===== src/rtl/nseq_pkg.sv =====
package nseq_pkg;
  parameter int OFS_W = 8;

  typedef enum logic {OP_READ = 1'b0, OP_WRITE = 1'b1} op_e;

  typedef struct packed {
    logic [OFS_W-1:0] oe_off;
    logic [OFS_W-1:0] we_off;
    logic [OFS_W-1:0] ce_off;
    logic [OFS_W-1:0] cap;
    logic             bus8;
  } tcfg_t;
endpackage


===== src/rtl/nseq_cfg.sv =====
module nseq_cfg import nseq_pkg::*; #(
  parameter int CYC_LEN    = 30,
  parameter int OE_ON      = 7,
  parameter int WE_ON      = 5,
  parameter int OE_OFF_DEF = 20,
  parameter int WE_OFF_DEF = 20,
  parameter int CE_OFF_DEF = 28,
  parameter int CAP_DEF    = 19
) (
  input  logic  clk,
  input  logic  rst,
  input  logic  idle,
  input  logic  ld,
  input  tcfg_t ld_val,
  output tcfg_t cfg
);
  localparam logic [OFS_W-1:0] LEN_V = OFS_W'(CYC_LEN);

  logic legal;
  always_comb begin
    legal = (ld_val.oe_off < LEN_V) && (ld_val.we_off < LEN_V) &&
            (ld_val.ce_off < LEN_V) && (ld_val.cap < LEN_V - 1'b1) &&
            (ld_val.oe_off > OFS_W'(OE_ON)) && (ld_val.we_off > OFS_W'(WE_ON)) &&
            (ld_val.oe_off <= ld_val.ce_off) && (ld_val.we_off <= ld_val.ce_off) &&
            (ld_val.ce_off != '0);
  end

  always_ff @(posedge clk) begin
    if (rst) begin
      cfg.oe_off <= OFS_W'(OE_OFF_DEF);
      cfg.we_off <= OFS_W'(WE_OFF_DEF);
      cfg.ce_off <= OFS_W'(CE_OFF_DEF);
      cfg.cap    <= OFS_W'(CAP_DEF);
      cfg.bus8   <= 1'b0;
    end else if (ld && idle && legal) begin
      cfg <= ld_val;
    end
  end

  assert_cfg_frozen_R10: assert property (@(posedge clk) disable iff (rst)
    !idle |=> $stable(cfg));
  assert_cfg_in_window_R10: assert property (@(posedge clk) disable iff (rst)
    (cfg.ce_off < LEN_V) && (cfg.oe_off <= cfg.ce_off) && (cfg.we_off <= cfg.ce_off));
endmodule


===== src/rtl/nseq_ctrl.sv =====
module nseq_ctrl import nseq_pkg::*; #(
  parameter int DW      = 16,
  parameter int CYC_LEN = 30,
  parameter int CW      = $clog2(CYC_LEN)
) (
  input  logic          clk,
  input  logic          rst,
  input  logic          req_valid,
  input  logic          req_write,
  input  logic [DW-1:0] req_wdata,
  input  logic          busy,
  output logic          idle,
  output logic          active,
  output logic [CW-1:0] cnt,
  output op_e           op,
  output logic          nxt_active,
  output logic [CW-1:0] nxt_cnt,
  output op_e           nxt_op,
  output logic [DW-1:0] nxt_wd
);
  localparam logic [CW-1:0] LAST = CW'(CYC_LEN - 1);

  logic          pend;
  op_e           pend_op;
  logic [DW-1:0] pend_wd;
  logic [DW-1:0] wd;
  logic          start;

  assign idle  = !active;
  assign start = !active && pend && !busy;

  always_comb begin
    nxt_active = start || (active && cnt != LAST);
    nxt_cnt    = (start || !active || cnt == LAST) ? '0 : cnt + 1'b1;
    nxt_op     = start ? pend_op : op;
    nxt_wd     = start ? pend_wd : wd;
  end

  always_ff @(posedge clk) begin
    if (rst) begin
      pend    <= 1'b0;
      pend_op <= OP_READ;
      pend_wd <= '0;
      active  <= 1'b0;
      cnt     <= '0;
      op      <= OP_READ;
      wd      <= '0;
    end else begin
      if (start) begin
        pend <= 1'b0;
      end else if (req_valid && !pend) begin
        pend    <= 1'b1;
        pend_op <= req_write ? OP_WRITE : OP_READ;
        pend_wd <= req_wdata;
      end
      active <= nxt_active;
      cnt    <= nxt_cnt;
      op     <= nxt_op;
      wd     <= nxt_wd;
    end
  end

  assert_start_when_ready_R8: assert property (@(posedge clk) disable iff (rst)
    (active && cnt == '0) |-> $past(!busy));
  assert_idle_gap_R2: assert property (@(posedge clk) disable iff (rst)
    (active && cnt == LAST) |=> !active);
  assert_cnt_range_R2: assert property (@(posedge clk) disable iff (rst)
    active |-> (cnt <= LAST));
endmodule


===== src/rtl/nseq_phy.sv =====
module nseq_phy import nseq_pkg::*; #(
  parameter int DW      = 16,
  parameter int CYC_LEN = 30,
  parameter int OE_ON   = 7,
  parameter int WE_ON   = 5,
  parameter int CW      = $clog2(CYC_LEN),
  parameter int NL      = DW / 8
) (
  input  logic          clk,
  input  logic          rst,
  input  tcfg_t         cfg,
  input  logic          active,
  input  logic [CW-1:0] cnt,
  input  op_e           op,
  input  logic          nxt_active,
  input  logic [CW-1:0] nxt_cnt,
  input  op_e           nxt_op,
  input  logic [DW-1:0] nxt_wd,
  input  logic [DW-1:0] dq_i,
  output logic [DW-1:0] dq_o,
  output logic [NL-1:0] dq_oe,
  output logic          ce_n,
  output logic          oe_n,
  output logic          we_n,
  output logic [DW-1:0] rd_data,
  output logic          done
);
  logic [OFS_W-1:0] k_nxt;
  logic [OFS_W-1:0] k_cur;
  logic             ce_on, oe_on, we_on, cap_now;

  assign k_nxt   = OFS_W'(nxt_cnt);
  assign k_cur   = OFS_W'(cnt);
  assign ce_on   = nxt_active && (k_nxt < cfg.ce_off);
  assign oe_on   = nxt_active && (nxt_op == OP_READ) &&
                   (k_nxt >= OFS_W'(OE_ON)) && (k_nxt < cfg.oe_off);
  assign we_on   = nxt_active && (nxt_op == OP_WRITE) &&
                   (k_nxt >= OFS_W'(WE_ON)) && (k_nxt < cfg.we_off);
  assign cap_now = active && (op == OP_READ) && (k_cur == cfg.cap);

  always_ff @(posedge clk) begin
    if (rst) begin
      ce_n <= 1'b1;
      oe_n <= 1'b1;
      we_n <= 1'b1;
      done <= 1'b0;
    end else begin
      ce_n <= !ce_on;
      oe_n <= !oe_on;
      we_n <= !we_on;
      done <= nxt_active && (k_nxt == OFS_W'(CYC_LEN - 1));
    end
  end

  for (genvar l = 0; l < NL; l++) begin : g_lane
    logic       lane_on;
    logic [7:0] out_q;
    logic [7:0] rd_q;
    logic       oe_q;

    assign lane_on = (l == 0) || !cfg.bus8;

    always_ff @(posedge clk) begin
      if (rst) begin
        out_q <= '0;
        oe_q  <= 1'b0;
        rd_q  <= '0;
      end else begin
        oe_q  <= we_on && lane_on;
        out_q <= (we_on && lane_on) ? nxt_wd[l*8 +: 8] : 8'h00;
        if (cap_now) rd_q <= lane_on ? dq_i[l*8 +: 8] : 8'h00;
      end
    end

    assign dq_o[l*8 +: 8]    = out_q;
    assign rd_data[l*8 +: 8] = rd_q;
    assign dq_oe[l]          = oe_q;
  end

  if (NL > 1) begin : g_narrow_chk
    assert_upper_lanes_quiet_R7: assert property (@(posedge clk) disable iff (rst)
      cfg.bus8 |-> (dq_oe[NL-1:1] == '0));
  end

  assert_oe_inside_ce_R4: assert property (@(posedge clk) disable iff (rst)
    !oe_n |-> !ce_n);
  assert_we_inside_ce_R5: assert property (@(posedge clk) disable iff (rst)
    !we_n |-> !ce_n);
  assert_no_dual_strobe_R4: assert property (@(posedge clk) disable iff (rst)
    !(!oe_n && !we_n));
  assert_no_bus_fight_R5: assert property (@(posedge clk) disable iff (rst)
    (|dq_oe) |-> oe_n);
  assert_done_pulse_R2: assert property (@(posedge clk) disable iff (rst)
    done |=> !done);
endmodule


===== src/rtl/nand_cycle_seq.sv =====
module nand_cycle_seq import nseq_pkg::*; #(
  parameter int DW         = 16,
  parameter int CYC_LEN    = 30,
  parameter int OE_ON      = 7,
  parameter int WE_ON      = 5,
  parameter int OE_OFF_DEF = 20,
  parameter int WE_OFF_DEF = 20,
  parameter int CE_OFF_DEF = 28,
  parameter int CAP_DEF    = 19
) (
  input  logic             clk,
  input  logic             rst,
  input  logic             req_valid,
  input  logic             req_write,
  input  logic [DW-1:0]    req_wdata,
  input  logic             cfg_load,
  input  logic             cfg_bus8,
  input  logic [OFS_W-1:0] cfg_oe_off,
  input  logic [OFS_W-1:0] cfg_we_off,
  input  logic [OFS_W-1:0] cfg_ce_off,
  input  logic [OFS_W-1:0] cfg_cap,
  input  logic             nand_busy,
  input  logic [DW-1:0]    nand_dq_i,
  output logic [DW-1:0]    nand_dq_o,
  output logic [DW/8-1:0]  nand_dq_oe,
  output logic             nand_ce_n,
  output logic             nand_oe_n,
  output logic             nand_we_n,
  output logic [DW-1:0]    rd_data,
  output logic             acc_done
);
  localparam int CW = $clog2(CYC_LEN);
  localparam int NL = DW / 8;

  tcfg_t         cfg, ld_val;
  logic          idle, active, nxt_active;
  logic [CW-1:0] cnt, nxt_cnt;
  op_e           op, nxt_op;
  logic [DW-1:0] nxt_wd;

  assign ld_val = '{oe_off: cfg_oe_off, we_off: cfg_we_off,
                    ce_off: cfg_ce_off, cap: cfg_cap, bus8: cfg_bus8};

  nseq_cfg #(.CYC_LEN(CYC_LEN), .OE_ON(OE_ON), .WE_ON(WE_ON),
             .OE_OFF_DEF(OE_OFF_DEF), .WE_OFF_DEF(WE_OFF_DEF),
             .CE_OFF_DEF(CE_OFF_DEF), .CAP_DEF(CAP_DEF)) u_cfg (
    .clk(clk), .rst(rst), .idle(idle), .ld(cfg_load), .ld_val(ld_val), .cfg(cfg)
  );

  nseq_ctrl #(.DW(DW), .CYC_LEN(CYC_LEN), .CW(CW)) u_ctrl (
    .clk(clk), .rst(rst), .req_valid(req_valid), .req_write(req_write),
    .req_wdata(req_wdata), .busy(nand_busy), .idle(idle), .active(active),
    .cnt(cnt), .op(op), .nxt_active(nxt_active), .nxt_cnt(nxt_cnt),
    .nxt_op(nxt_op), .nxt_wd(nxt_wd)
  );

  nseq_phy #(.DW(DW), .CYC_LEN(CYC_LEN), .OE_ON(OE_ON), .WE_ON(WE_ON),
             .CW(CW), .NL(NL)) u_phy (
    .clk(clk), .rst(rst), .cfg(cfg), .active(active), .cnt(cnt), .op(op),
    .nxt_active(nxt_active), .nxt_cnt(nxt_cnt), .nxt_op(nxt_op),
    .nxt_wd(nxt_wd), .dq_i(nand_dq_i), .dq_o(nand_dq_o), .dq_oe(nand_dq_oe),
    .ce_n(nand_ce_n), .oe_n(nand_oe_n), .we_n(nand_we_n),
    .rd_data(rd_data), .done(acc_done)
  );
endmodule


===== config.mk =====
export PLATFORM = sky130hd
export DESIGN_NAME = nand_cycle_seq
export DESIGN_NICKNAME = d
export VERILOG_FILES = /design/src/rtl/nseq_pkg.sv /design/src/rtl/nseq_cfg.sv /design/src/rtl/nseq_ctrl.sv /design/src/rtl/nseq_phy.sv /design/src/rtl/nand_cycle_seq.sv
export SDC_FILE = /design/constraint.sdc
export NUM_CORES = 1
export LEC_CHECK = 0
export BUFFER_PORTS_ARGS = -buffer_cell sky130_fd_sc_hd__buf_2
export CORE_MARGIN = 1
export CORE_UTILIZATION = 58
export DETAILED_ROUTE_END_ITERATION = 10
export PLACE_DENSITY_LB_ADDON = 0.3
export SETUP_SLACK_MARGIN = 0.1
export SLEW_MARGIN = 5
export SYNTH_ARGS = -nofsm -noshare
export SYNTH_HDL_FRONTEND = slang
export SYNTH_SLANG_ARGS = --single-unit

===== constraint.sdc =====
create_clock -name clk -period 9.6 [get_ports clk]
set_clock_uncertainty 0.2 [all_clocks]
set_input_delay 0.96 -clock clk [delete_from_list [all_inputs] [get_ports clk]]
set_output_delay 0.96 -clock clk [all_outputs]
set_load 0.02 [all_outputs]

==> reports/results.txt <==
HPWL after DPL -> 7480 µm
Peak VDD IR -> 67.1 µV
YS warnings -> 0
I/O pins -> 109
gr usage total -> 0.250
Seq/Total Area, Yosys -> 0.466
max layer used -> met4
CTS clk-pin slew, worst paths -> 0.11 ns
simple-gate area share of the yosys netlist -> 0.219
met3 routed WL -> 515 µm
Area Overhead vs Synth -> 14.9%
largest family of logic cells by synthesized area -> simple AND/OR/NAND/NOR gates
post-synthesis xor/xnor area fraction -> 0.0109
hold buffer count at CTS -> 0
Die Y -> 93.1 µm
Largest stage delay, worst path -> 0.54 ns
grt ovf -> 0
hold path start -> u_phy.g_lane[1].rd_q[4]$_SDFFE_PP0P_
status -> completed
hold endpoint -> u_phy.g_lane[1].rd_q[4]$_SDFFE_PP0P_
Rows -> 32
Avg Inst Size Synth -> 8.81 µm²
CP max stage cell -> dfxtp_1
RSZ-0062 raised after global routing -> false
postcts setup bufs -> 0
Clock Latency Late Sink -> 0.37 ns
Wirelength per Cell -> 13.9 µm
library cells used by synthesis -> 47
Worst Path Arrival -> 4.03 ns
Post-synth top flop -> dfxtp_1
FMAX -> 0.251 GHz
commonest non-fill, non-tap cell in the layout -> dfxtp_1
FF-to-FF Start -> u_ctrl.cnt[0]$_SDFF_PP0_
Final GP Congestion -> 0.872
P per Cell Area -> 147 nW/µm²
vias -> 4130
most frequent cells in the layout -> dfxtp_1, buf_2, nand2_1, a21oi_1, nand3_1
Initial Util -> 0.610
Adder-Cell Fraction of Synth Area -> 0.0744
EDFF count, synth -> 0
CTS H-tree depth -> 3
Seq. cell area -> 2240 µm²
CP required -> 9.65 ns
IO buf count -> 108
Startpoint Class -> flip-flop
placed inst area -> 5330 µm²
fin area -> 5530 µm²
Register-to-Register Setup Slack -> 5.62 ns
number of antenna violations at the first check in global routing -> 0
final WL -> 10300 µm
post-synthesis mux area share -> 0.0364
Mapped Cells -> 546
syn_nets -> 644
LEAKAGE -> 0.00240 µW
Filler cells -> 646
Worst Hold Class -> reg -> reg
core footprint -> 7890 µm²
# setup viols final -> 0
largest net degree at the start of global routing -> 85
Routed Antenna Nets -> 0
fraction of layout cells with a size suffix above 1 -> 0.238
cell area after technology mapping -> 4810 µm²
cell mode on critical path -> ha_1
Slew Limit Fails -> 0
Die ar. -> 8660 µm²
reg2reg end -> u_phy.g_lane[1].out_q[6]$_SDFF_PP0_
worst-case reg-to-reg path depth -> 12
fin nets -> 732
Async SR Flop Fraction -> 0
setup TNS -> 0 ns
post-layout util -> 0.701
hold depth -> 2
Multi-input gate area -> 2280 µm²
iteration-0 DRC count of the detailed router -> 131
WL met1 -> 4680 µm
crit path kind -> reg -> reg
Hold Slack -> 0.260 ns
first-pass GRT wire length -> 17200 µm
Crit Path Max Fanout -> 17
vias in the first global route -> 3794
Slew HR -> 0.312
Hold Vio Cnt, Final -> 0
cts bufs inserted -> 9
routed wl met2 -> 4940 µm
worst slew pin tran -> 1.03 ns
fin crit share -> 0.415
post-synthesis compound-gate area fraction -> 0.133
post-DR vias/cell -> 5.57
die width -> 93.1 µm
register bit count reported by yosys -> 112
Pre-antenna DRT Iters -> 5
endpoint class of the critical path -> flip-flop
drt drc -> 0
Max Root-Sink Buffers -> 2
# resized after CTS -> 0
CTS tree -> yes
CTS Sinks -> 112
max-cap violation count -> 0
ant diodes -> 0
clock root buffer -> clkbuf_8
sequence of cells on the critical path -> ha_1 -> o211ai_1 -> and2_0 -> o21ai_0 -> inv_1 -> ha_1 -> nor2_1 -> nor4_1 -> o2111ai_1 -> a2111o_1 -> nand3_2 -> nor3_1
minimum clock period after layout -> 3.98 ns
-- power by group --
group / internal, µW / switching [µW]
registers: 471 / 4.31
logic: 26.5 / 42.4
clock network: 102 / 168
-- worst max path at each step --
stage / start / endpoint / slack (ns) / depth (start not counted)
finish: u_ctrl.cnt[0]$_SDFF_PP0_ / u_phy.g_lane[1].out_q[6]$_SDFF_PP0_ / 5.62 / 12
detailed placement: u_ctrl.cnt[0]$_SDFF_PP0_ / u_phy.g_lane[1].out_q[6]$_SDFF_PP0_ / 5.65 / 12
CTS: u_ctrl.cnt[0]$_SDFF_PP0_ / u_phy.g_lane[1].out_q[6]$_SDFF_PP0_ / 5.64 / 12
global placement: u_ctrl.cnt[0]$_SDFF_PP0_ / u_phy.g_lane[1].out_q[4]$_SDFF_PP0_ / 5.83 / 12
floorplan: u_ctrl.cnt[1]$_SDFF_PP0_ / u_phy.g_lane[1].out_q[7]$_SDFF_PP0_ / 6.39 / 13
global route: u_ctrl.cnt[0]$_SDFF_PP0_ / u_phy.g_lane[1].out_q[6]$_SDFF_PP0_ / 5.31 / 12
-- through the flow --
stage	setup slack, ns	std cells	power, µW
3_5_place_dp	5.65	725	555
3_3_place_gp	5.83	725	552
6_report	5.62	741	814
2_1_floorplan	6.39	546	526
4_1_cts	5.64	741	819
5_1_grt	5.31	741	848
-- flip-flops by register name (all words and copies together) (netlist names) --
register	count
u_cfg.cfg	33
u_ctrl.pend_wd	16
u_ctrl.wd	16
u_phy.g_lane.out_q	16
u_phy.g_lane.rd_q	16
u_ctrl.cnt	5
u_phy.g_lane.oe_q	2
u_ctrl.active	1
u_ctrl.op	1
u_ctrl.pend	1
u_ctrl.pend_op	1
u_phy.ce_n	1
u_phy.done	1
u_phy.oe_n	1
u_phy.we_n	1
-- cell type report --
| type | count | share of cell area |
|---|---|---|
| well taps | 102 | 0.0231 |
| inverters | 33 | 0.0224 |
| clock inverters | 7 | 0.0131 |
| repair buffers | 110 | 0.101 |
| multi-input cells | 368 | 0.413 |
| clock buffers | 9 | 0.0224 |
| flip-flops and latches | 112 | 0.406 |
-- logic make-up (layout without fill, tap and decap cells) --
logic type / after synthesis / after routing
compound gates: 109 / 109
xor+xnor: 6 / 6
fa+ha+maj: 29 / 29
buf+inv: 66 / 159
flops: 112 / 112
mux: 17 / 17
simple gates: 207 / 207
-- critical path: cells and delay by family (launching register included) --
| kind | cells | cell delay [ns] |
|---|---|---|
| AOI/OAI and AO/OA | 4 | 1.22 |
| and+or+nand+nor | 5 | 1.07 |
| buffers and inverters | 1 | 0.19 |
| DFF | 1 | 0.54 |
| adders and majority gates | 2 | 0.64 |
-- synthesized netlist by cell type, types with 2 or more instances --
| cell | n | area share |
|---|---|---|
| dfxtp_1 | 112 | 0.47 |
| nand2_1 | 68 | 0.053 |
| a21oi_1 | 57 | 0.059 |
| nand3_1 | 35 | 0.036 |
| inv_1 | 33 | 0.026 |
| nor2_1 | 28 | 0.022 |
| ha_1 | 27 | 0.070 |
| o21ai_0 | 27 | 0.028 |
| clkbuf_1 | 16 | 0.012 |
| mux2i_1 | 16 | 0.033 |
| nor3_1 | 13 | 0.014 |
| nor3b_1 | 12 | 0.019 |
| nand4_1 | 11 | 0.014 |
| nor2_2 | 9 | 0.012 |
| o211ai_1 | 9 | 0.014 |
| buf_2 | 8 | 0.0083 |
| or3b_2 | 8 | 0.015 |
| nor4_1 | 6 | 0.0078 |
| nor2b_1 | 5 | 0.0065 |
| buf_4 | 4 | 0.0062 |
| buf_1 | 3 | 0.0023 |
| xnor2_1 | 3 | 0.0055 |
| xor2_1 | 3 | 0.0055 |
| a211o_1 | 2 | 0.0036 |
| and3_1 | 2 | 0.0026 |
| buf_6 | 2 | 0.0047 |
| maj3_1 | 2 | 0.0042 |
| nand2b_1 | 2 | 0.0026 |
| nand3_2 | 2 | 0.0042 |
| o2111ai_1 | 2 | 0.0036 |
| o22ai_1 | 2 | 0.0026 |
| o311ai_0 | 2 | 0.0036 |
-- layer usage --
layer	track usage	up-vias
li1	-	2069
met1	0.322	1919
met2	0.431	132
met3	0.0333	10
met4	0.0821	0
met5	0	-
Power figures use the tool's default switching activity.
